[src/rtl/accd_pkg.sv]
`timescale 1ns/1ps
package accd_pkg;

    // Sequencing of the mean divider
    typedef enum logic [1:0] {
        DIV_IDLE = 2'd0,
        DIV_STEP = 2'd1,
        DIV_SIGN = 2'd2
    } div_state_e;

endpackage

[src/rtl/accd_core.sv]
`timescale 1ns/1ps
module accd_core #(
    parameter int DATA_W     = 8,
    parameter bit DUMP_FIRST = 1'b1
) (
    input  logic                  clk,
    input  logic                  rst,
    input  logic [DATA_W-1:0]     sample_in,
    input  logic                  acc_en,
    input  logic                  dump_en,
    output logic [2*DATA_W-1:0]   snap_sum,
    output logic [DATA_W:0]       snap_cnt,
    output logic                  snap_vld
);
    localparam int ACC_W = 2 * DATA_W;
    localparam int CNT_W = DATA_W + 1;

    logic [ACC_W-1:0] acc_q, acc_d, samp_ext, add_sum;
    logic [CNT_W-1:0] cnt_q, cnt_d, add_cnt;
    logic [ACC_W-1:0] snap_sum_d, both_snap_sum, both_acc;
    logic [CNT_W-1:0] snap_cnt_d, both_snap_cnt, both_cnt;

    assign samp_ext = {{(ACC_W-DATA_W){sample_in[DATA_W-1]}}, sample_in};
    assign add_sum  = acc_q + samp_ext;
    assign add_cnt  = cnt_q + CNT_W'(1);

    // Coincident strobes: the parameter picks which comes first
    generate
        if (DUMP_FIRST) begin : g_dump_first
            assign both_snap_sum = acc_q;
            assign both_snap_cnt = cnt_q;
            assign both_acc      = samp_ext;
            assign both_cnt      = CNT_W'(1);
        end else begin : g_acc_first
            assign both_snap_sum = add_sum;
            assign both_snap_cnt = add_cnt;
            assign both_acc      = '0;
            assign both_cnt      = '0;
        end
    endgenerate

    always_comb begin
        acc_d      = acc_q;
        cnt_d      = cnt_q;
        snap_sum_d = acc_q;
        snap_cnt_d = cnt_q;
        unique case ({dump_en, acc_en})
            2'b01: begin
                acc_d = add_sum;
                cnt_d = add_cnt;
            end
            2'b10: begin
                acc_d = '0;
                cnt_d = '0;
            end
            2'b11: begin
                acc_d      = both_acc;
                cnt_d      = both_cnt;
                snap_sum_d = both_snap_sum;
                snap_cnt_d = both_snap_cnt;
            end
            default: ;
        endcase
    end

    always_ff @(posedge clk) begin
        if (rst) begin
            acc_q    <= '0;
            cnt_q    <= '0;
            snap_sum <= '0;
            snap_cnt <= '0;
            snap_vld <= 1'b0;
        end else begin
            acc_q    <= acc_d;
            cnt_q    <= cnt_d;
            snap_vld <= dump_en;
            if (dump_en) begin
                snap_sum <= snap_sum_d;
                snap_cnt <= snap_cnt_d;
            end
        end
    end

    // a lone accumulate strobe adds the sample and counts it
    p_acc_step_r1: assert property (@(posedge clk) disable iff (rst)
        acc_en && !dump_en |=> (cnt_q == $past(cnt_q) + CNT_W'(1))
                            && (acc_q == $past(acc_q) + $past(samp_ext)));

    // total and count restart from zero after a plain dump
    p_clear_after_dump_r3: assert property (@(posedge clk) disable iff (rst)
        dump_en && !(acc_en && DUMP_FIRST) |=> acc_q == '0 && cnt_q == '0);

    // dump-first keeps the coincident sample for the next total
    p_dump_first_r4: assert property (@(posedge clk) disable iff (rst)
        DUMP_FIRST && dump_en && acc_en |=> cnt_q == CNT_W'(1)
                                         && snap_sum == $past(acc_q));

    // accumulate-first folds the coincident sample into the snapshot
    p_acc_first_r5: assert property (@(posedge clk) disable iff (rst)
        !DUMP_FIRST && dump_en && acc_en |=>
            snap_sum == $past(acc_q) + $past(samp_ext) && acc_q == '0);

endmodule

[src/rtl/accd_divider.sv]
`timescale 1ns/1ps
module accd_divider
    import accd_pkg::*;
#(
    parameter int ACC_W = 16,
    parameter int CNT_W = 9
) (
    input  logic             clk,
    input  logic             rst,
    input  logic             start,
    input  logic [ACC_W-1:0] sum_in,
    input  logic [CNT_W-1:0] cnt_in,
    output logic [ACC_W-1:0] quot_out,
    output logic             quot_vld
);
    localparam int STEP_W = (ACC_W > 1) ? $clog2(ACC_W) : 1;

    div_state_e        state_q, state_d;
    logic [ACC_W-1:0]  quo_q, mag;
    logic [CNT_W-1:0]  rem_q, den_q;
    logic              neg_q;
    logic [STEP_W-1:0] step_q;
    logic [CNT_W:0]    rsh;
    logic [CNT_W+1:0]  diff;

    assign mag  = sum_in[ACC_W-1] ? (~sum_in + ACC_W'(1)) : sum_in;
    assign rsh  = {rem_q, quo_q[ACC_W-1]};
    assign diff = {1'b0, rsh} - {2'b00, den_q};

    // Next state
    always_comb begin
        state_d = state_q;
        unique case (state_q)
            DIV_IDLE: if (start && cnt_in != '0) state_d = DIV_STEP;
            DIV_STEP: if (step_q == '0)          state_d = DIV_SIGN;
            DIV_SIGN:                            state_d = DIV_IDLE;
            default:                             state_d = DIV_IDLE;
        endcase
    end

    // State register
    always_ff @(posedge clk) begin
        if (rst) state_q <= DIV_IDLE;
        else     state_q <= state_d;
    end

    // Datapath and outputs
    always_ff @(posedge clk) begin
        if (rst) begin
            quo_q    <= '0;
            rem_q    <= '0;
            den_q    <= '0;
            neg_q    <= 1'b0;
            step_q   <= '0;
            quot_out <= '0;
            quot_vld <= 1'b0;
        end else begin
            quot_vld <= 1'b0;
            unique case (state_q)
                DIV_IDLE: begin
                    if (start) begin
                        if (cnt_in == '0) begin
                            quot_out <= '0;
                            quot_vld <= 1'b1;
                        end else begin
                            quo_q  <= mag;
                            rem_q  <= '0;
                            den_q  <= cnt_in;
                            neg_q  <= sum_in[ACC_W-1];
                            step_q <= STEP_W'(ACC_W - 1);
                        end
                    end
                end
                DIV_STEP: begin
                    step_q <= step_q - STEP_W'(1);
                    if (!diff[CNT_W+1]) begin
                        rem_q <= diff[CNT_W-1:0];
                        quo_q <= {quo_q[ACC_W-2:0], 1'b1};
                    end else begin
                        rem_q <= rsh[CNT_W-1:0];
                        quo_q <= {quo_q[ACC_W-2:0], 1'b0};
                    end
                end
                DIV_SIGN: begin
                    quot_out <= neg_q ? (~quo_q + ACC_W'(1)) : quo_q;
                    quot_vld <= 1'b1;
                end
                default: ;
            endcase
        end
    end

    // input assumption, a new snapshot only arrives while idle
    p_start_when_idle_r6: assert property (@(posedge clk) disable iff (rst)
        state_q != DIV_IDLE |-> !start);

    // the partial remainder stays below the divisor
    p_rem_bound_r6: assert property (@(posedge clk) disable iff (rst)
        state_q == DIV_STEP |-> rem_q < den_q);

    // empty snapshot gives zero in the next cycle
    p_zero_count_r7: assert property (@(posedge clk) disable iff (rst)
        state_q == DIV_IDLE && start && cnt_in == '0 |=> quot_vld && quot_out == '0);

    // result pulses never last more than a cycle
    p_single_pulse_r9: assert property (@(posedge clk) disable iff (rst)
        quot_vld |=> !quot_vld);

endmodule

[src/rtl/accum_dump.sv]
`timescale 1ns/1ps
module accum_dump #(
    parameter int DATA_W     = 8,
    parameter bit DUMP_FIRST = 1'b1,
    parameter bit AVERAGE    = 1'b0
) (
    input  logic                clk,
    input  logic                rst,
    input  logic [DATA_W-1:0]   sample_in,
    input  logic                acc_en,
    input  logic                dump_en,
    output logic [2*DATA_W-1:0] result,
    output logic                result_vld
);
    localparam int ACC_W = 2 * DATA_W;
    localparam int CNT_W = DATA_W + 1;

    logic [ACC_W-1:0] snap_sum;
    logic [CNT_W-1:0] snap_cnt;
    logic             snap_vld;

    accd_core #(
        .DATA_W    (DATA_W),
        .DUMP_FIRST(DUMP_FIRST)
    ) u_core (
        .clk      (clk),
        .rst      (rst),
        .sample_in(sample_in),
        .acc_en   (acc_en),
        .dump_en  (dump_en),
        .snap_sum (snap_sum),
        .snap_cnt (snap_cnt),
        .snap_vld (snap_vld)
    );

    generate
        if (AVERAGE) begin : g_mean
            accd_divider #(
                .ACC_W(ACC_W),
                .CNT_W(CNT_W)
            ) u_div (
                .clk     (clk),
                .rst     (rst),
                .start   (snap_vld),
                .sum_in  (snap_sum),
                .cnt_in  (snap_cnt),
                .quot_out(result),
                .quot_vld(result_vld)
            );
        end else begin : g_sum
            assign result     = snap_sum;
            assign result_vld = snap_vld;

            // an empty snapshot carries a zero total
            p_empty_sum_r7: assert property (@(posedge clk) disable iff (rst)
                snap_vld && snap_cnt == '0 |-> snap_sum == '0);
        end
    endgenerate

    // reset leaves a zero, non-valid output
    p_reset_clear_r10: assert property (@(posedge clk)
        rst |=> result == '0 && !result_vld);

endmodule

[config.mk]
export PLATFORM = sky130hd
export DESIGN_NAME = accum_dump
export DESIGN_NICKNAME = d
export VERILOG_FILES = /design/src/rtl/accd_pkg.sv /design/src/rtl/accd_core.sv /design/src/rtl/accd_divider.sv /design/src/rtl/accum_dump.sv
export SDC_FILE = /design/constraint.sdc
export NUM_CORES = 1
export LEC_CHECK = 0
export BUFFER_PORTS_ARGS = -buffer_cell sky130_fd_sc_hd__buf_2
export CAP_MARGIN = 20
export CORE_ASPECT_RATIO = 0.8
export CORE_UTILIZATION = 45
export CTS_CLUSTER_DIAMETER = 200
export DETAILED_ROUTE_END_ITERATION = 7
export PLACE_DENSITY = 0.66
export SLEW_MARGIN = 20
export SYNTH_ARGS = -nofsm -noshare
export SYNTH_HDL_FRONTEND = slang
export SYNTH_SLANG_ARGS = --single-unit
[constraint.sdc]
create_clock -name clk -period 3.2 [get_ports clk]
set_input_delay 0.48 -clock clk [delete_from_list [all_inputs] [get_ports clk]]
set_output_delay 0.48 -clock clk [all_outputs]
set_load 0.005 [all_outputs]
## Word level (Yosys, flattened, before mapping)

Index checks and enable logic that the tools add are counted.

| word-level totals | value |
|---|---|
| memory bits (read-only) | 0 |
| input bits | 12 |
| memories | 0 |
| output and inout bits | 17 |
| RAM bits | 0 |
| word-level logic and storage cells | 9 |
| latch bits | 0 |
| register bits | 33 |

| operators by class | value |
|---|---|
| reductions and logical operators | 1 |
| add/subtract/negate cells | 1 |
| divide/modulo/power cells | 0 |
| equality and inequality tests | 3 |
| multiply operators | 0 |
| order comparisons | 0 |
| shift operators | 0 |
| bitwise gates (word level) | 0 |
| multiplexer cells | 1 |

Operator list:

| operator | number |
|---|---|
| case mux 16 bit (3 select lines) | 1 |
| adder 16 bit | 1 |
| equality test 2 bit, second input constant | 2 |
| nonzero test 3 bit | 1 |
| equality test 2 x 1 -> 1 bit, second input constant | 1 |

## Depth between registers and ports, before layout

| logic depth | value |
|---|---|
| depth after elaboration | 2 |
| mapped depth | 8 |
| depth with buffers taken out | 8 |

## Worst setup path before layout

No wires, ideal clock.

| timing path | value |
|---|---|
| path type | input-to-reg |
| start point | input port sample_in[0] |
| end point | register u_core.acc_q[14] |
| setup slack | 0.840 ns |
| arrival time | 2.240 ns |
| setup time | 0.120 ns |
| stages | 8 |
| required time | 3.080 ns |
| buffers on the path | 0 |
| cell sequence | ha_1 fa_1 a211oi_2 o211ai_2 a41o_1 a31oi_1 mux2i_1 a21oi_1 |

| on the way | value |
|---|---|
| cells in the longest elaborated chain, start to end | 2 |

Ends and longest elaborated chain:

| what | line | RTL |
|---|---|---|
| start, declared | accum_dump.sv:9 | `input logic [DATA_W-1:0] sample_in,` |
| adder 16 bit | accd_core.sv:24 | `assign add_sum = acc_q + samp_ext;` |
| case mux 16 bit (3 select lines) | accd_core.sv:47 | `unique case ({dump_en, acc_en})` |
| end signal, assigned | accd_core.sv:68 | `acc_q <= '0;` |
| end signal, assigned | accd_core.sv:74 | `acc_q <= acc_d;` |
| end, declared | accd_core.sv:18 | `logic [ACC_W-1:0] acc_q, acc_d, samp_ext, add_sum;` |

Every way passes these cells.
A chain may end at the register's enable or synchronous reset.

## Final worst setup path

| timing path | value |
|---|---|
| start point | register u_core.acc_q[0] |
| end point | register u_core.acc_q[14] |

| on the way | value |
|---|---|
| cells in the longest elaborated chain, start to end | 2 |

Ends and longest elaborated chain:

| what | line |
|---|---|
| adder 16 bit | accd_core.sv:24 |
| case mux 16 bit (3 select lines) | accd_core.sv:47 |

Every way passes these cells.

==> results.md <==
- Hold-fix buffers at CTS: 0
- Setup Buffers After CTS: 0
- Pre-CTS WS: 0.5156 ns
- Critical path startpoint category: flop
- Critical path capture point type: flop
- CTS buffer count: 5
- Largest area contributor in the netlist: dfxtp_1
- Cells after Synth: around 240
- Final instance area: 0.002310 mm^2
- Clock share of power: between 30% and 40%
- Final WS setup: 0.7786 ns
- Global-route wire length before repair: 8079 um
- RSZ-0062 raised after global routing: no
- Flop pwr share: 41.7%
- Largest net degree at the start of global routing: 37
- Total Nets Final: 291
- Die Y: 62.68 um
- Slew Viols, Final: 0
- Total GRT Usage: 21.39%
- Critical Path RT: 3.35 ns
- CP max FO: 4
- HP Class: input pin to flop
- Core Util, Final: 53.60%
- Post-synth EDFFs: 0
- FMAX: 413.0 MHz
- Clock root buffer: clkbuf_8
- Fill cells: 403
- Ranking of synthesized cells by area: dfxtp_1, mux2i_1, ha_1
- Share of cells above drive strength 1: 17.49%
- DR DRC count: 0
- DRT Wirelength: 4851 um
- Vias/cell: about 5.7
- Number of max-cap violations: 0
- Power Density: between 400 and 500 mW/mm^2
- Net count after synthesis: 270
- Flops & latches, synth: 33
- Top cells by count, synth: dfxtp_1, nor2_1, a21oi_1
- Final count of hold timing violations: 0
- Max-slew headroom: 47.36%
- Pint: 0.7671 mW
- Slowest CP cell: fa_1
- CP Buf/Inv Count: 0
- Predominant post-synthesis flop cell: dfxtp_1
- Async set-or-reset flop fraction in the synthesized netlist: 0%
- GRT overflow: 0
- Post-synthesis sequential area ratio: 31.90%
- Die ar.: 0.004879 mm^2
- ANT nets after route: 0
- Worst Max-Slew Pin Slew: 0.7896 ns
- Core area: 0.004309 mm^2
- Final clock skew: ~0.0062 ns
- Initial Utilization: 48.05%
- Routed wire per std cell: 15.16 um
- I/O pin count: 29
- Vias in the first global route: 1591
- Clk_lat worst skew: 0.28 ns
- Psw: 0.3253 mW
- Die Width: roughly 80 um
- IO Port Bufs: 28
- Routability cong.: 0.8277
- Yosys top cell area share: 31.90%
- WP data arrival: 2.57 ns
- CP Cell Sequence: ha_1 -> fa_1 -> a211oi_2 -> o211ai_2 -> a41o_1 -> a31oi_1 -> mux2i_1 -> a21oi_1
- Clock Pin Slew Worst Setup and Hold Paths: roughly 0.07 ns
- H-tree Lvls: 2
- Cell Rows: 21
- Final period utilization: 75.67%
- Area grow syn2layout: 11.54%
- DP Area: between 0.002 and 0.0025 mm^2
- Sink Count: 33
- Leak: 1.076 nW
- Iter 0 DRT Violations: 169
- Synth Warn #: 0
- Max stage delay on crit path: roughly 0.45 ns
- Synth Cell Area: about 0.0021 mm^2
- N_diodes: 0
- Run status: completed
- Setup_tns: 0 ns
- CTS tree: done
- VDD IR max: between 200 and 300 uV
- CTS max path bufs: 2
- Netlist cell types: 49
- Antenna violations before repair: 0
- Post-Syn Area per Cell: about 8.6 um^2
- WS Path Type: flop to flop
- Final min period: 2.421 ns
- Post-cts repair resize count: 0
- Final setup violation count: 0
- Combinational share of power: around 23%
- Via count: ~1.8k
- Pre-antenna DRT Iters: 4
- HPWL Detailed: 3403 um
- Sw frac: 29.78%
- CP top delay family: compound AO/OA/AOI/OAI gates
[final timing paths]
path                      startpoint                  to  slack, ns  depth (start not counted)
setup / recovery     u_core.acc_q[0]    u_core.acc_q[14]       0.78                          8
setup reg to reg     u_core.acc_q[0]    u_core.acc_q[14]       0.78                          8
hold reg to reg   u_core.snap_sum[0]  u_core.snap_sum[0]       0.49                          2
hold / removal          sample_in[0]     u_core.acc_q[0]       0.46                          3
[state kept, by name (all words and copies together) (netlist names)]
name	count
u_core.snap_sum	16
u_core.acc_q	16
u_core.snap_vld	1
[placed cells by master, fill, tap and decap left out, drive strengths merged, types with 3 or more instances in the layout]
cell type  instances
a31oi              4
nand3b             3
a21oi             22
dfxtp             33
clkbuf             5
nand3              5
nand2             14
and3               3
nor3               3
a221oi             4
o21ai             11
inv                6
xnor2              5
mux2i             19
buf               28
ha                15
a21o               9
and2               5
o31ai              3
a211oi             7
nor2              33
[through the flow]
step | hold WS [ns] | power (mW) | cells
after CTS | 0.4546 | 1.095 | 320
after detailed placement | 0.4793 | 0.7121 | 313
after floorplan | 0.4828 | 0.6542 | 242
after global routing | 0.4775 | 1.147 | 320
final | 0.4561 | 1.092 | 320
after global placement | 0.4677 | 0.7120 | 313
[power groups by stage]
stage / combinational [mW] / clock, mW / sequential, mW
floorplan: 0.196 / 0 / 0.458
global placement: 0.248 / 0 / 0.465
detailed placement: 0.247 / 0 / 0.465
CTS: 0.250 / 0.389 / 0.455
global route: 0.281 / 0.407 / 0.459
finish: 0.253 / 0.383 / 0.456
[kinds of logic after synthesis]
| family | after synthesis | share of synthesized area, % |
|---|---|---|
| XOR/XNOR | 6 | 2.538 |
| buffers and inverters | 20 | 4.773 |
| multiplexers | 19 | 9.184 |
| flip-flops | 33 | 31.90 |
| adder cells (fa/ha/maj) | 16 | 10.03 |
| AND/OR/NAND/NOR | 77 | 17.83 |
| AO/OA/AOI/OAI | 71 | 23.75 |
[worst min-delay path: cells and delay by family]
family	cells	cell delay, ns
buffers and inverters	1	0.09
and+or+nand+nor	1	0.08
AOI/OAI and AO/OA	1	0.06
[cell type report]
cell class | instances | area [um^2] | share of cell area, %
Sequential cell | 33 | 660.6 | 28.60
Inverter | 6 | 22.52 | 0.9751
Multi-Input combinational cell | 189 | 1311 | 56.77
Timing Repair Buffer | 28 | 140.1 | 6.067
Clock inverter | 2 | 35.03 | 1.517
Tap cell | 57 | 71.32 | 3.088
Clock buffer | 5 | 68.82 | 2.979
[per-layer routing]
metal | wire, um | part of all wire, % | track usage [%]
met1 | 2724 | 56 | 34.36
met2 | 1848 | 38 | 27.43
met3 | 254 | 5.2 | 4.818
met4 | 23 | 0.47 | 5.896
met5 | 0 | 0 | 0
No activity file was read; power rests on OpenSTA's default activity.
